$ cat config.mk
export PLATFORM = sky130hd
export DESIGN_NAME = wkf_seq_bank
export DESIGN_NICKNAME = d
export VERILOG_FILES = /design/src/rtl/wkf_pkg.sv /design/src/rtl/wkf_lane_trigger.sv /design/src/rtl/wkf_slot_fsm.sv /design/src/rtl/wkf_word_store.sv /design/src/rtl/wkf_seq_bank.sv
export SDC_FILE = /design/constraint.sdc
export NUM_CORES = 1
export LEC_CHECK = 0
export CAP_MARGIN = 20
export CORE_AREA = 3 3 167 169
export DETAILED_ROUTE_END_ITERATION = 7
export DIE_AREA = 0 0 170 172
export PLACE_DENSITY = 0.79
export RECOVER_POWER = 100
export SLEW_MARGIN = 20
export SYNTH_ARGS = -nofsm -noshare
export SYNTH_HDL_FRONTEND = slang
export SYNTH_SLANG_ARGS = --single-unit
$ cat constraint.sdc
create_clock -name clk -period 2.4 [get_ports clk]
set_input_delay 0.72 -clock clk [delete_from_list [all_inputs] [get_ports clk]]
set_output_delay 0.72 -clock clk [all_outputs]
set_load 0.1 [all_outputs]
$ cat src/rtl/wkf_pkg.sv
package wkf_pkg;
    localparam int unsigned WKF_WORDS  = 8;
    localparam int unsigned WKF_LANES  = 4;
    localparam int unsigned WKF_LANE_W = 8;
    localparam int unsigned WKF_DATA_W = WKF_LANES * WKF_LANE_W;
    localparam int unsigned WKF_PTR_W  = $clog2(WKF_WORDS);
    localparam int unsigned WKF_BUS_W  = WKF_WORDS * WKF_DATA_W;

    typedef enum logic [WKF_PTR_W-1:0] {
        SLOT_0 = 3'd0,
        SLOT_1 = 3'd1,
        SLOT_2 = 3'd2,
        SLOT_3 = 3'd3,
        SLOT_4 = 3'd4,
        SLOT_5 = 3'd5,
        SLOT_6 = 3'd6,
        SLOT_7 = 3'd7
    } wkf_slot_e;
endpackage

$ cat src/rtl/wkf_lane_trigger.sv
module wkf_lane_trigger
    import wkf_pkg::*;
#(
    parameter int unsigned HI_LANE = WKF_LANES - 1,
    parameter int unsigned LO_LANE = 0
) (
    input  logic [WKF_LANES-1:0] strb,
    input  logic                 big_endian,
    input  logic                 access,
    output logic                 step
);
    logic hi_hit;
    logic lo_hit;

    always_comb begin
        hi_hit = strb[HI_LANE];
        lo_hit = strb[LO_LANE];
        step   = access & (big_endian ? lo_hit : hi_hit);
    end
endmodule

$ cat src/rtl/wkf_slot_fsm.sv
module wkf_slot_fsm
    import wkf_pkg::*;
(
    input  logic                 clk,
    input  logic                 rst_n,
    input  logic                 step,
    output logic [WKF_PTR_W-1:0] slot_idx,
    output logic [WKF_WORDS-1:0] slot_sel
);
    wkf_slot_e state_q;
    wkf_slot_e state_d;

    // state register
    always_ff @(posedge clk or negedge rst_n) begin
        if (!rst_n) state_q <= SLOT_0;
        else        state_q <= state_d;
    end

    // transitions: STEP advances with wrap, HOLD keeps the slot
    always_comb begin
        state_d = state_q;
        unique case (state_q)
            SLOT_0: state_d = step ? SLOT_1 : SLOT_0;
            SLOT_1: state_d = step ? SLOT_2 : SLOT_1;
            SLOT_2: state_d = step ? SLOT_3 : SLOT_2;
            SLOT_3: state_d = step ? SLOT_4 : SLOT_3;
            SLOT_4: state_d = step ? SLOT_5 : SLOT_4;
            SLOT_5: state_d = step ? SLOT_6 : SLOT_5;
            SLOT_6: state_d = step ? SLOT_7 : SLOT_6;
            SLOT_7: state_d = step ? SLOT_0 : SLOT_7;
        endcase
    end

    // outputs
    always_comb begin
        slot_sel = '0;
        slot_idx = '0;
        unique case (state_q)
            SLOT_0: begin slot_idx = 3'd0; slot_sel[0] = 1'b1; end
            SLOT_1: begin slot_idx = 3'd1; slot_sel[1] = 1'b1; end
            SLOT_2: begin slot_idx = 3'd2; slot_sel[2] = 1'b1; end
            SLOT_3: begin slot_idx = 3'd3; slot_sel[3] = 1'b1; end
            SLOT_4: begin slot_idx = 3'd4; slot_sel[4] = 1'b1; end
            SLOT_5: begin slot_idx = 3'd5; slot_sel[5] = 1'b1; end
            SLOT_6: begin slot_idx = 3'd6; slot_sel[6] = 1'b1; end
            SLOT_7: begin slot_idx = 3'd7; slot_sel[7] = 1'b1; end
        endcase
    end
endmodule

$ cat src/rtl/wkf_word_store.sv
module wkf_word_store
    import wkf_pkg::*;
(
    input  logic                  clk,
    input  logic                  rst_n,
    input  logic                  wr_fire,
    input  logic                  rd_fire,
    input  logic [WKF_WORDS-1:0]  slot_sel,
    input  logic [WKF_PTR_W-1:0]  slot_idx,
    input  logic [WKF_LANES-1:0]  strb,
    input  logic [WKF_DATA_W-1:0] wdata,
    output logic [WKF_BUS_W-1:0]  words_flat,
    output logic [WKF_DATA_W-1:0] rd_data
);
    logic [WKF_DATA_W-1:0] word_q [WKF_WORDS];

    for (genvar w = 0; w < WKF_WORDS; w++) begin : g_word
        for (genvar l = 0; l < WKF_LANES; l++) begin : g_lane
            logic lane_we;
            assign lane_we = wr_fire & slot_sel[w] & strb[l];
            always_ff @(posedge clk or negedge rst_n) begin
                if (!rst_n)
                    word_q[w][l*WKF_LANE_W +: WKF_LANE_W] <= '0;
                else if (lane_we)
                    word_q[w][l*WKF_LANE_W +: WKF_LANE_W] <= wdata[l*WKF_LANE_W +: WKF_LANE_W];
            end
        end
        assign words_flat[w*WKF_DATA_W +: WKF_DATA_W] = word_q[w];
    end

    always_ff @(posedge clk or negedge rst_n) begin
        if (!rst_n)       rd_data <= '0;
        else if (rd_fire) rd_data <= word_q[slot_idx];
    end
endmodule

$ cat src/rtl/wkf_seq_bank.sv
module wkf_seq_bank
    import wkf_pkg::*;
#(
    parameter int unsigned          ADDR_W    = 8,
    parameter logic [ADDR_W-1:0]    FILT_ADDR = 8'h40
) (
    input  logic                  clk,
    input  logic                  rst_n,
    input  logic [ADDR_W-1:0]     bus_addr,
    input  logic                  bus_wr,
    input  logic                  bus_rd,
    input  logic [WKF_LANES-1:0]  bus_strb,
    input  logic [WKF_DATA_W-1:0] bus_wdata,
    input  logic                  big_endian,
    output logic [WKF_DATA_W-1:0] rd_data,
    output logic [WKF_BUS_W-1:0]  filt_words
);
    logic                 hit;
    logic                 wr_fire;
    logic                 rd_fire;
    logic                 step;
    logic [WKF_PTR_W-1:0] slot_idx;
    logic [WKF_WORDS-1:0] slot_sel;

    assign hit     = (bus_addr == FILT_ADDR);
    assign wr_fire = hit & bus_wr;
    assign rd_fire = hit & bus_rd & ~bus_wr;

    wkf_lane_trigger u_trig (
        .strb       (bus_strb),
        .big_endian (big_endian),
        .access     (wr_fire | rd_fire),
        .step       (step)
    );

    wkf_slot_fsm u_fsm (
        .clk      (clk),
        .rst_n    (rst_n),
        .step     (step),
        .slot_idx (slot_idx),
        .slot_sel (slot_sel)
    );

    wkf_word_store u_store (
        .clk        (clk),
        .rst_n      (rst_n),
        .wr_fire    (wr_fire),
        .rd_fire    (rd_fire),
        .slot_sel   (slot_sel),
        .slot_idx   (slot_idx),
        .strb       (bus_strb),
        .wdata      (bus_wdata),
        .words_flat (filt_words),
        .rd_data    (rd_data)
    );
endmodule

==> results.json <==
{
  "status": "complete, but fails checks",
  "failed_checks": "capacitance limit, slew limit",
  "start_util_pct": 48.2,
  "floorplan.die_area_um2": 29200,
  "multi_input_area_um2": 5470,
  "reg2reg_slack_ps": 510,
  "hold_class": "register to register",
  "register_area_um2": 7290,
  "grt_pass1_wl_um": 55800,
  "yosysUniqueCellTypes": 29,
  "setup_violations": 0,
  "relSlewSlack_pct": -25.8,
  "fmax_mhz": 423,
  "routed_wl_um": 36700,
  "cts_buffers": 31,
  "gp_congestion": 0.829,
  "clkTransAtPathRegs_ps": 60,
  "cts_max_path_buffers": 3,
  "pin_count": 337,
  "cp.required_ps": 2820,
  "fin_crit_sh_pct": 98.4,
  "post-route-util_pct": 64.0,
  "finalNetCount": 1281,
  "drtAntennaViolNets": 0,
  "port_buffers": 336,
  "dp_hpwl_um": 26500,
  "ys_ff_latch": 291,
  "htree_levels": 1,
  "worstMarginPinSlew_ps": 1890,
  "fin_crit_ps": 2360,
  "drc": 0,
  "hold_buffers": 0,
  "core_area_um2": 26700,
  "rows": 60,
  "clock_tree.root_cell": "clkbuf_16",
  "die_w_um": 170,
  "synthCells": 796,
  "path_class": "input port to register",
  "syn_area_um2": 12900,
  "grtUsageTotal_pct": 24.6,
  "avgSynthCellArea_um2": 16.2,
  "dp_cells": 1537,
  "holdWs_ps": 478,
  "drv_cap": 1,
  "grt_pass1_vias": 9275,
  "first_pass_iters": 4,
  "clock_sinks": 291,
  "viasPerCell": 5.60,
  "final_max_slew_viol_count": 25,
  "die_height_um": 172,
  "p_per_area_nw_per_um2": 606,
  "hold_viol_final": 0,
  "drive_gt1_share_pct": 63.3,
  "clock_skew_ps": 12.3,
  "vias": 8941,
  "antenna_found_initial": 1,
  "end_kind": "register",
  "peakVddDrop_uv": 546,
  "leakage_uw": 0.00877,
  "grt_overflow": 0,
  "routedWlPerCell_um": 23.0,
  "yosysWarnings": 0,
  "fillers": 2119,
  "synth_seq_area_share_pct": 56.5,
  "cp_max_fo": 38,
  "start_kind": "input port",
  "synth_nets": 845,
  "grt_setup_unrepaired": "yes",
  "cts_tree": "yes",
  "clk_latency_ps": 550,
  "mostFrequentLayoutCells": "clkbuf_2, dfrtp_1, mux2_2",
  "final_common_cell": "clkbuf_2",
  "areaGrowthSynthToFinish_pct": 32.8,
  "grt_max_degree": 78,
  "drt_iter0_markers": 469,
  "crit_arrival_ps": 2780,
  "fin_cells": 1598
}
## critical path, cell delays in order
cell,delay (ps)
clkdlybuf4s50_1,490
or4b_1,580
or4b_1,550
buf_6,240
nand2_1,100
o21ai_0,80
## report_power, final
part	total (µW)	internal, µW	leakage (µW)	switching [µW]
Clock	4890	2930	0.000525	1960
Sequential	4940	4920	0.00406	19.5
Combinational	541	173	0.00419	368
Total	10400	8020	0.00877	2350
## final timing paths
path	from	end	cells past startpoint
worst min register to register	u_store.rd_data[16]$_DFFE_PN0P_	u_store.rd_data[16]$_DFFE_PN0P_	2
worst max register to register	u_fsm.state_q[1]$_DFF_PN0_	u_store.rd_data[15]$_DFFE_PN0P_	5
worst max-delay path	bus_addr[4]	u_store.rd_data[13]$_DFFE_PN0P_	6
worst min-delay path	u_store.rd_data[16]$_DFFE_PN0P_	u_store.rd_data[16]$_DFFE_PN0P_	2
min in group asynchronous	rst_n	u_store.words_flat[250]$_DFFE_PN0P_	1
max in group asynchronous	rst_n	u_store.words_flat[10]$_DFFE_PN0P_	3
## what timing repair did
action,in CTS,in global routing
setup endpoints to repair,237,152
resized for setup,1,9
buffers inserted,0,3
pin swaps,2,2
## synthesized netlist by cell type (all sizes together)
master	count	area [µm²]
buf	24	141
clkbuf	5	18.8
dfrtp	291	7280
mux2	256	2880
mux2i	33	330
mux4	64	1440
nand2	33	124
nand3	10	55.1
nand3b	2	18.8
nand4	2	25.0
nor2	32	305
nor2b	1	6.26
nor3b	1	7.51
nor4	2	12.5
nor4bb	1	10.0
o21ai	32	160
or3	1	6.26
or4	1	11.3
or4b	2	20.0
xnor2	2	17.5
xor2	1	8.76
## cells by family (layout without fill, tap and decap cells)
group           Yosys count  count (layout)  share of synthesized area [%]
compound gates           32              32                           1.24
xor+xnor                  3               3                          0.204
buf+inv                  29             489                           1.24
flops                   291             291                           56.5
mux                     353             353                           36.1
other cells               0               1                              0
simple gates             88              88                           4.67
## stage by stage
stage / setup slack, ps / cell area (µm²) / power, µW / TNS [ps]
3_3_place_gp: -690 / 16800 / 5590 / -171540
3_5_place_dp: -694 / 16800 / 5590 / -172720
2_1_floorplan: 17.2 / 12900 / 5250 / 0
4_1_cts: -6.26 / 17800 / 10500 / -6.53
5_1_grt: -10.8 / 17100 / 10700 / -63.1
6_report: 37.8 / 17100 / 10400 / 0
## sequential cells by signal, summed over array words and instances, names as in the netlist
name	count
u_store.words_flat	256
u_fsm.state_q	3
u_store.rd_data	32
## final cells by class
cell class	instances	share of cell area [%]
repair buffers	432	16.7
clock inverters	15	0.929
well taps	341	2.49
diodes	1	0.0146
clock buffers	42	5.24
flip-flops and latches	291	42.6
multi-input cells	476	32.0
## layer usage
| layer | vias to the layer above | track usage (%) | part of all wire (%) |
|---|---|---|---|
| met4 | 0 | 6.53 | 2.6 |
| met5 | - | 0 | 0 |
| met3 | 77 | 5.01 | 6.5 |
| li1 | 3861 | - | - |
| met2 | 331 | 40.7 | 49 |
| met1 | 4672 | 33.7 | 42 |
No activity file was read; power rests on OpenSTA's default activity.
